## src/rtl/tbase_pkg.sv

```systemverilog
package tbase_pkg;
  localparam int unsigned DATA_W = 32;
  localparam int unsigned ADDR_W = 8;
  localparam int unsigned NUM_DBG = 2;

  localparam logic [ADDR_W-1:0] OFF_WR_HI  = 8'h00;
  localparam logic [ADDR_W-1:0] OFF_WR_LO  = 8'h04;
  localparam logic [ADDR_W-1:0] OFF_RD_HI  = 8'h08;
  localparam logic [ADDR_W-1:0] OFF_RD_LO  = 8'h0C;
  localparam logic [ADDR_W-1:0] OFF_RAW_HI = 8'h24;
  localparam logic [ADDR_W-1:0] OFF_RAW_LO = 8'h28;
  localparam logic [ADDR_W-1:0] OFF_DBG    = 8'h2C;
  localparam logic [ADDR_W-1:0] OFF_PAUSE  = 8'h30;
  localparam logic [ADDR_W-1:0] OFF_LOCK   = 8'h34;
  localparam logic [ADDR_W-1:0] OFF_SRC    = 8'h38;
endpackage

```

## src/rtl/tbase_gate.sv

```systemverilog
module tbase_gate #(
  parameter int unsigned NDBG = 2
) (
  input  logic            clk_i,
  input  logic            rst_ni,
  input  logic            tick_i,
  input  logic            src_clk_i,
  input  logic            pause_i,
  input  logic [NDBG-1:0] dbg_en_i,
  input  logic [NDBG-1:0] halt_i,
  output logic            inc_o
);
  logic [NDBG-1:0] stop_v;

  for (genvar g = 0; g < NDBG; g++) begin : g_stop
    assign stop_v[g] = dbg_en_i[g] & halt_i[g];
  end

  assign inc_o = (src_clk_i | tick_i) & ~pause_i & ~(|stop_v);

  // any active stop source blocks the count event
  a_r7_pause_blocks: assert property (@(posedge clk_i) disable iff (!rst_ni)
    pause_i |-> !inc_o);
  a_r8_dbg_blocks: assert property (@(posedge clk_i) disable iff (!rst_ni)
    ((dbg_en_i & halt_i) != '0) |-> !inc_o);
endmodule

```

## src/rtl/tbase_counter.sv

```systemverilog
module tbase_counter #(
  parameter int unsigned CW = 64
) (
  input  logic          clk_i,
  input  logic          rst_ni,
  input  logic          load_i,
  input  logic [CW-1:0] load_val_i,
  input  logic          inc_i,
  output logic [CW-1:0] cnt_o
);
  always_ff @(posedge clk_i or negedge rst_ni) begin
    if (!rst_ni)     cnt_o <= '0;
    else if (load_i) cnt_o <= load_val_i;
    else if (inc_i)  cnt_o <= cnt_o + 1'b1;
  end

  a_r10_load_wins: assert property (@(posedge clk_i) disable iff (!rst_ni)
    load_i |=> cnt_o == $past(load_val_i));
  a_r2_step: assert property (@(posedge clk_i) disable iff (!rst_ni)
    (inc_i && !load_i) |=> cnt_o == $past(cnt_o) + 1'b1);
  a_r7_hold: assert property (@(posedge clk_i) disable iff (!rst_ni)
    (!inc_i && !load_i) |=> $stable(cnt_o));
endmodule

```

## src/rtl/tbase_regs.sv

```systemverilog
module tbase_regs
  import tbase_pkg::*;
#(
  parameter int unsigned DW   = DATA_W,
  parameter int unsigned AW   = ADDR_W,
  parameter int unsigned NDBG = NUM_DBG
) (
  input  logic            clk_i,
  input  logic            rst_ni,
  input  logic            psel_i,
  input  logic            penable_i,
  input  logic            pwrite_i,
  input  logic [AW-1:0]   paddr_i,
  input  logic [DW-1:0]   pwdata_i,
  output logic [DW-1:0]   prdata_o,
  input  logic [2*DW-1:0] cnt_i,
  output logic            load_o,
  output logic [2*DW-1:0] load_val_o,
  output logic            pause_o,
  output logic [NDBG-1:0] dbg_en_o,
  output logic            src_clk_o
);
  localparam int unsigned DBG_HI = NDBG;

  logic          acc, wr, rd;
  logic [DW-1:0] stage_q, snap_q;
  logic          lock_q;

  assign acc = psel_i & penable_i;
  assign wr  = acc & pwrite_i & ~lock_q;
  assign rd  = acc & ~pwrite_i;

  always_ff @(posedge clk_i or negedge rst_ni) begin
    if (!rst_ni) begin
      stage_q   <= '0;
      snap_q    <= '0;
      pause_o   <= 1'b0;
      dbg_en_o  <= '1;
      lock_q    <= 1'b0;
      src_clk_o <= 1'b0;
    end else begin
      if (rd && paddr_i == OFF_RD_LO) snap_q <= cnt_i[2*DW-1:DW];
      if (wr) begin
        case (paddr_i)
          OFF_WR_LO: stage_q   <= pwdata_i;
          OFF_DBG:   dbg_en_o  <= pwdata_i[DBG_HI:1];
          OFF_PAUSE: pause_o   <= pwdata_i[0];
          OFF_LOCK:  lock_q    <= lock_q | pwdata_i[0];
          OFF_SRC:   src_clk_o <= pwdata_i[0];
          default: ;
        endcase
      end
    end
  end

  assign load_o     = wr && (paddr_i == OFF_WR_HI);
  assign load_val_o = {pwdata_i, stage_q};

  always_comb begin
    prdata_o = '0;
    if (rd) begin
      case (paddr_i)
        OFF_RD_HI:  prdata_o = snap_q;
        OFF_RD_LO:  prdata_o = cnt_i[DW-1:0];
        OFF_RAW_HI: prdata_o = cnt_i[2*DW-1:DW];
        OFF_RAW_LO: prdata_o = cnt_i[DW-1:0];
        OFF_DBG:    prdata_o[DBG_HI:1] = dbg_en_o;
        OFF_PAUSE:  prdata_o[0] = pause_o;
        OFF_LOCK:   prdata_o[0] = lock_q;
        OFF_SRC:    prdata_o[0] = src_clk_o;
        default: ;
      endcase
    end
  end

  a_r9_lock_sticky: assert property (@(posedge clk_i) disable iff (!rst_ni)
    lock_q |=> lock_q);
  a_r9_lock_freezes: assert property (@(posedge clk_i) disable iff (!rst_ni)
    lock_q |=> ($stable(pause_o) && $stable(src_clk_o) && $stable(dbg_en_o) && $stable(stage_q)));
  a_r9_no_load: assert property (@(posedge clk_i) disable iff (!rst_ni)
    lock_q |-> !load_o);
  a_r5_capture: assert property (@(posedge clk_i) disable iff (!rst_ni)
    (rd && paddr_i == OFF_RD_LO) |=> snap_q == $past(cnt_i[2*DW-1:DW]));
  a_r6_raw_no_capture: assert property (@(posedge clk_i) disable iff (!rst_ni)
    (rd && (paddr_i == OFF_RAW_HI || paddr_i == OFF_RAW_LO)) |=> $stable(snap_q));
endmodule

```

## src/rtl/tbase_timer.sv

```systemverilog
module tbase_timer
  import tbase_pkg::*;
#(
  parameter int unsigned DW   = DATA_W,
  parameter int unsigned AW   = ADDR_W,
  parameter int unsigned NDBG = NUM_DBG
) (
  input  logic            clk_i,
  input  logic            rst_ni,
  input  logic            psel_i,
  input  logic            penable_i,
  input  logic            pwrite_i,
  input  logic [AW-1:0]   paddr_i,
  input  logic [DW-1:0]   pwdata_i,
  output logic [DW-1:0]   prdata_o,
  output logic            pready_o,
  output logic            pslverr_o,
  input  logic            tick_i,
  input  logic [NDBG-1:0] dbg_halt_i,
  output logic [DW-1:0]   time_lo_o
);
  localparam int unsigned CW = 2 * DW;

  logic [CW-1:0]   cnt, load_val;
  logic            load, inc, pause, src_clk;
  logic [NDBG-1:0] dbg_en;

  tbase_regs #(.DW(DW), .AW(AW), .NDBG(NDBG)) u_regs (
    .clk_i, .rst_ni, .psel_i, .penable_i, .pwrite_i, .paddr_i, .pwdata_i, .prdata_o,
    .cnt_i(cnt), .load_o(load), .load_val_o(load_val), .pause_o(pause),
    .dbg_en_o(dbg_en), .src_clk_o(src_clk)
  );

  tbase_gate #(.NDBG(NDBG)) u_gate (
    .clk_i, .rst_ni, .tick_i, .src_clk_i(src_clk), .pause_i(pause),
    .dbg_en_i(dbg_en), .halt_i(dbg_halt_i), .inc_o(inc)
  );

  tbase_counter #(.CW(CW)) u_cnt (
    .clk_i, .rst_ni, .load_i(load), .load_val_i(load_val), .inc_i(inc), .cnt_o(cnt)
  );

  assign pready_o  = 1'b1;
  assign pslverr_o = 1'b0;
  assign time_lo_o = cnt[DW-1:0];
endmodule

```

## config.mk

```make
export PLATFORM = sky130hd
export DESIGN_NAME = tbase_timer
export DESIGN_NICKNAME = d
export VERILOG_FILES = /design/src/rtl/tbase_pkg.sv /design/src/rtl/tbase_gate.sv /design/src/rtl/tbase_counter.sv /design/src/rtl/tbase_regs.sv /design/src/rtl/tbase_timer.sv
export SDC_FILE = /design/constraint.sdc
export NUM_CORES = 1
export LEC_CHECK = 0
export ABC_CLOCK_PERIOD_IN_PS = 2800
export BUFFER_PORTS_ARGS = -buffer_cell sky130_fd_sc_hd__buf_2
export CAP_MARGIN = 20
export CORE_ASPECT_RATIO = 0.75
export CORE_MARGIN = 1.5
export CORE_UTILIZATION = 39
export CTS_CLUSTER_SIZE = 16
export DETAILED_ROUTE_END_ITERATION = 16
export SLEW_MARGIN = 25
export SYNTH_ARGS = -nofsm -noshare
export SYNTH_HDL_FRONTEND = slang
export SYNTH_SLANG_ARGS = --single-unit
```

## constraint.sdc

```tcl
create_clock -name clk_i -period 2.8 [get_ports clk_i]
set_clock_uncertainty 0.05 [all_clocks]
set_input_delay 0.42 -clock clk_i [delete_from_list [all_inputs] [get_ports clk_i]]
set_output_delay 0.42 -clock clk_i [all_outputs]
set_load 0.1 [all_outputs]
```

# Yosys cells after proc, flatten, opt, wreduce, memory -nomap -nowiden
# Index checks and enable logic that the tools add are counted.
# totals
in_bits	48
wordCells	48
register_bits	133
# op_classes
mux	6
n_bitwise	14
eq_ne	9
n_reduce_logical	11
addsub	1
# op_table
op	n
2-to-1 mux 64 bit	2
case mux 29 bit (3 select lines)	1
adder 64 x 1 -> 64 bit, second input constant	1
equality test 8 x 6 -> 1 bit, second input constant	6
2-to-1 mux 32 bit	1
equality test 8 x 4 -> 1 bit, second input constant	2
AND reduction 2 bit	5
AND 1 bit	8
equality test 8 x 3 -> 1 bit, second input constant	1
logical NOT 8 bit	1
case mux 2 bit (4 select lines)	1
case mux 1 bit (6 select lines)	1
NOT 1 bit	4
OR reduction 2 bit	2
logical AND 1 bit	2
bitwise OR 1 bit	2
nonzero test 2 bit	1

# Depth between registers and ports, before layout
# logic_depth
word_depth	6
ltp_mapped	8
depth_no_buf	7

# Hierarchy
# From an unflattened synthesis, not the netlist that was laid out.
# hier_totals
hier_cells	728
hier_area_um2	7691.1
# by_module_without_submodules
module	area_each_um2	cells_per_inst	seq_area_each_um2	instances
tbase_regs	3892.5	300	1729.2	1
tbase_counter	3748.6	422	1601.5	1
tbase_gate	27.5	2	0.0	1
tbase_timer	22.5	4	0.0	1

# Worst setup path after synthesis
# No wires, ideal clock.
# synth_path
path_kind	input -> output
from	in paddr_i[1]
to	out prdata_o[0]
t_arrival_ns	3.779
path_slack_ns	-1.449
stages	7
cell_sequence	nor4_1 -> nor2b_1 -> clkbuf_1 -> nand2_1 -> nor3_1 -> a22oi_1 -> a21boi_0
# synth_between
elab_chain_len	4
elab_cells_between_ends	10
classes_between	eq/ne: 7; mux: 2; reduce/logical: 1
# synth_rtl
element	line	source
start: declaration	tbase_timer.sv:13	input logic [AW-1:0] paddr_i,
equality test 8 x 6 -> 1 bit or equality test 8 x 4 -> 1 bit (tied branches)	tbase_regs.sv:62	case (paddr_i)
OR reduction 2 bit (no source line)	-	
case mux 1 bit (6 select lines) (*)	tbase_regs.sv:62	
2-to-1 mux 32 bit (*)	tbase_regs.sv:61	if (rd) begin
end: declaration	tbase_timer.sv:15	output logic [DW-1:0] prdata_o,
# Mark *: on every way between the ends. The rest lies on a longest branch, timed or not.

# Worst setup path in the final report
# layout_path
from	in paddr_i[1]
to	out prdata_o[10]
# layout_between
elab_chain_len	4
elab_cells_between_ends	7
classes_between	eq/ne: 4; mux: 2; reduce/logical: 1
# layout_rtl
element	line
equality test 8 x 6 -> 1 bit or equality test 8 x 4 -> 1 bit (tied branches)	tbase_regs.sv:62
OR reduction 2 bit (no source line)	-
case mux 29 bit (3 select lines) (*)	tbase_regs.sv:62
2-to-1 mux 32 bit (*)	tbase_regs.sv:61
# Marks and branches as above.

==> parameters.txt <==
Parameter                              Value

CTS
  TritonCTS clock tree    done
  H-tree levels    4
  Buffer cell driving the clock tree root    clkbuf_16
  Latest clock arrival within the worst-skew pair    approximately 0.43 ns
  Maximum buffer depth of the clock tree    2
  Number of buffers created by CTS    17
  Clock tree sinks    133
  Clock edge transition at the registers on the reported setup and hold paths    roughly 0.050 ns

Synth
  Fraction of synthesis flops using an asynchronous set or reset pin    100%
  Sequential element share of the synthesized area    about 46%
  Predominant post-synthesis flop cell    dfrtp_1
  Number of enable flip-flop cells after synthesis    0
  Synthesized instance count    761
  Seq cells post-synth    133
  Mean area per synthesized cell    between 9 and 10 µm²
  Total number of yosys warnings    0
  Area of the mapped netlist    roughly 7300 µm²
  Library cells used by synthesis    47
  Syn nets    810

Floorplan
  Number of I/O pins    114
  Vertical extent of the die    122 µm
  Die outline width    around 160 µm
  Floorplan Core Area    18400 µm²
  Die footprint    between 15000 and 20000 µm²
  Number of standard-cell rows in the floorplan    43
  Starting utilization of the core area    between 30 and 40%

STA
  Clock period minus worst slack    roughly 2.7 ns
  Worst-Margin Slew    between 0.6 and 0.7 ns
  Final number of setup-violating endpoints    0
  Final Hold Violating Endpoints    0
  Min Hold Slack    between 0.15 and 0.2 ns
  Final period util    a little over nine tenths
  Slew Viols, Final    0
  Worst Setup Slack, final    0.143 ns
  Summed negative setup slack over all endpoints    0 ns
  Highest clock rate    0.376 GHz
  Relative slew slack    approximately 56%

Placed design
  Worst slack at placement    0.00408 ns
  Number of port buffers    between 100 and 150
  Weighted congestion at the end of routability-driven global placement    around 0.86
  Sum of net half-perimeters after detailed placement    about 15000 µm

Global routing
  Total overflow reported by the global router    0
  Initial antenna violation count    0
  Pin count of the biggest net entering global routing    59
  Vias in the first global route    a little over 6000
  Global Route Usage Sum    22.3%
  Global-route wire length before repair    between 30000 and 40000 µm

Finish
  Signed area change from the synthesized netlist to the final layout    33.2%
  Number of nets in the layout    slightly above 900
  Number of fill cells in the layout    approximately 1700
  Final antenna diode count    0
  Share of final-layout standard cells stronger than drive strength 1    between 30% and 40%

Setup path
  Worst reg2reg path startpoint    u_cnt.cnt_o[18]
  Worst setup path class    in2out
  Worst Reg2Reg Path Length in Cells    6
  Startpoint type of the worst setup path    primary input
  Maximum fanout along the worst path    10
  Crit path arrival time    2.19 ns
  Most numerous cell on the critical path    buf_12
  Crit. End Element    output port
  CP Data Required Time    ~2.3 ns
  Critical path, cell by cell    buf_2 > nor4_4 > nor2b_4 > nand2_1 > nor3_4 > buf_4 > buf_12 > a22oi_1 > a21oi_4 > buf_12
  Maximum single-stage delay on the critical path    roughly 0.31 ns
  Worst-path cell with the longest stage delay    nor4_4
  Reg2reg end    u_cnt.cnt_o[57]
  Register-to-Register Setup Slack    around 0.31 ns

Status
  Status    complete, no violations

Power
  Leakage power total    between 4 and 5 nW
  Maximum resistive drop on vdd    around 380 µV
  Pwr per Cell Area    ~540 nW/µm²
  Total Power    ~0.0053 W

Routing
  Vias    6006
  Final routed wirelength across all metal layers    just over 20000 µm
  Remaining number of nets flagged by the antenna check after routing    0
  Via density per instance    about 5.3
  DRC Markers    0
  1st-iter DRT viols    471
  Mean routed wirelength per cell    18.2 µm
  1st-pass router iterations    5

Flow run
  Max Cap Viol    0

Min path
  End point of the worst hold path    u_cnt.cnt_o[41]
  HP Class    in2reg
  Count of cells along the worst hold path    3
  Worst Min Path Start    pwdata_i[9]
## logic make-up (layout without fill, tap and decap cells)
family,after synthesis,count (layout),share of synthesized area [%]
simple gates,268,268,18.9
compound gates,138,138,10.9
flops,133,133,45.6
buf+inv,88,206,6.42
mux,66,66,10.1
xor+xnor,65,65,7.79
other cells,2,2,0.103
fa+ha+maj,1,1,0.171
## per-stage QoR
step	cell area (µm²)	util [%]	std cells
2_1_floorplan	7690	-	761
3_3_place_gp	9100	49.4	1094
3_5_place_dp	9100	49.4	1094
4_1_cts	9700	52.7	1126
5_1_grt	9730	52.9	1126
6_report	9730	52.9	1126
## cell usage after synthesis (2+ instances only)
cell type	instances	share of area (%)
conb_1	2	0.10
buf_2	3	0.21
mux2i_1	2	0.27
buf_4	34	3.5
nand4b_1	2	0.24
nand3_1	31	2.1
dfrtp_1	131	45
a21boi_0	2	0.21
inv_1	12	0.62
dfstp_2	2	0.72
buf_1	2	0.10
nand4_1	18	1.5
or3_1	4	0.34
xnor2_1	40	4.8
nor2b_1	4	0.34
nor4_4	4	1.2
nand2_1	100	5.1
xor2_1	25	3.0
o21ai_0	24	1.6
mux2_2	61	9.4
a21oi_1	52	3.6
a22oi_1	34	3.5
and2_1	2	0.17
mux2_1	3	0.46
nor3_1	16	1.1
o21ai_1	21	1.4
nor4_2	3	0.51
and4_1	4	0.48
and3_1	6	0.51
clkbuf_1	36	1.8
nor4_1	10	0.86
nand4_2	2	0.34
and4b_1	2	0.27
nor2_1	54	2.8
## final cells by class
type | count | area (µm²) | area share [%]
multi-input cells | 540 | 3920 | 40.3
flip-flops and latches | 133 | 3330 | 34.2
repair buffers | 163 | 1530 | 15.7
clock buffers | 23 | 498 | 5.12
well taps | 247 | 309 | 3.18
clock inverters | 8 | 97.6 | 1.00
inverters | 12 | 45.0 | 0.463
## where the power goes
group / switching (W) / internal [W]
Clock: 0.000816 / 0.00142
Sequential: 0.0000796 / 0.00200
Combinational: 0.000714 / 0.000228
## worst max path at each step
stage,start,to,slack [ns],cells past startpoint
floorplan,paddr_i[1],prdata_o[21],-0.05,8
CTS,paddr_i[1],prdata_o[10],0.0005,10
detailed placement,paddr_i[1],prdata_o[10],0.004,10
global route,paddr_i[1],prdata_o[17],-0.02,10
global placement,paddr_i[1],prdata_o[10],0.05,10
finish,paddr_i[1],prdata_o[10],0.14,10
## flip-flops by register name, indices dropped and copies added, names as in the netlist
name and flops:
u_regs.stage_q 32, u_regs.lock_q 1, u_regs.dbg_en_o 2, u_regs.src_clk_o 1
u_cnt.cnt_o 64, u_regs.pause_o 1, u_regs.snap_q 32
## layer usage
| metal | share of wire, % | vias to the layer above | GRT usage, % |
|---|---|---|---|
| li1 | - | 2865 | - |
| met1 | 50 | 2960 | 33.0 |
| met2 | 43 | 154 | 33.3 |
| met3 | 4.8 | 27 | 4.29 |
| met4 | 1.6 | 0 | 6.31 |
| met5 | 0 | - | 0 |
## layout by cell type (no fill, tap or decap), types with 3 or more instances in the layout
cell	netlist	final
a21oi_1	52	22
a21oi_4	0	30
a22oi_1	34	34
and3_1	6	6
and4_1	4	4
buf_12	0	39
buf_2	3	78
buf_4	34	43
clkbuf_16	0	17
clkbuf_8	0	5
clkinv_2	0	3
clkinvlp_4	0	3
dfrtp_1	131	131
inv_1	12	12
mux2_1	3	3
mux2_2	61	61
nand2_1	100	100
nand3_1	31	28
nand4_1	18	18
nor2_1	54	52
nor2b_1	4	3
nor3_1	16	15
nor4_1	10	9
nor4_2	3	3
nor4_4	4	5
o21ai_0	24	24
o21ai_1	21	21
or3_1	4	4
xnor2_1	40	40
xor2_1	25	25
## critical path, delay by kind of cell
kind | cells | cell delay [ns]
AND/OR/NAND/NOR | 4 | 0.82
buffers and inverters | 4 | 0.65
AO/OA/AOI/OAI | 2 | 0.29
## repair_timing
action / 4_1_cts / 5_1_grt
endpoints found under the setup margin: 0 / 32
hold buffers: 1 / 0
hold endpoints to repair: 56 / 0
resized for setup: 0 / 5
buffers inserted: 0 / 0
No activity file was read; power rests on OpenSTA's default activity.
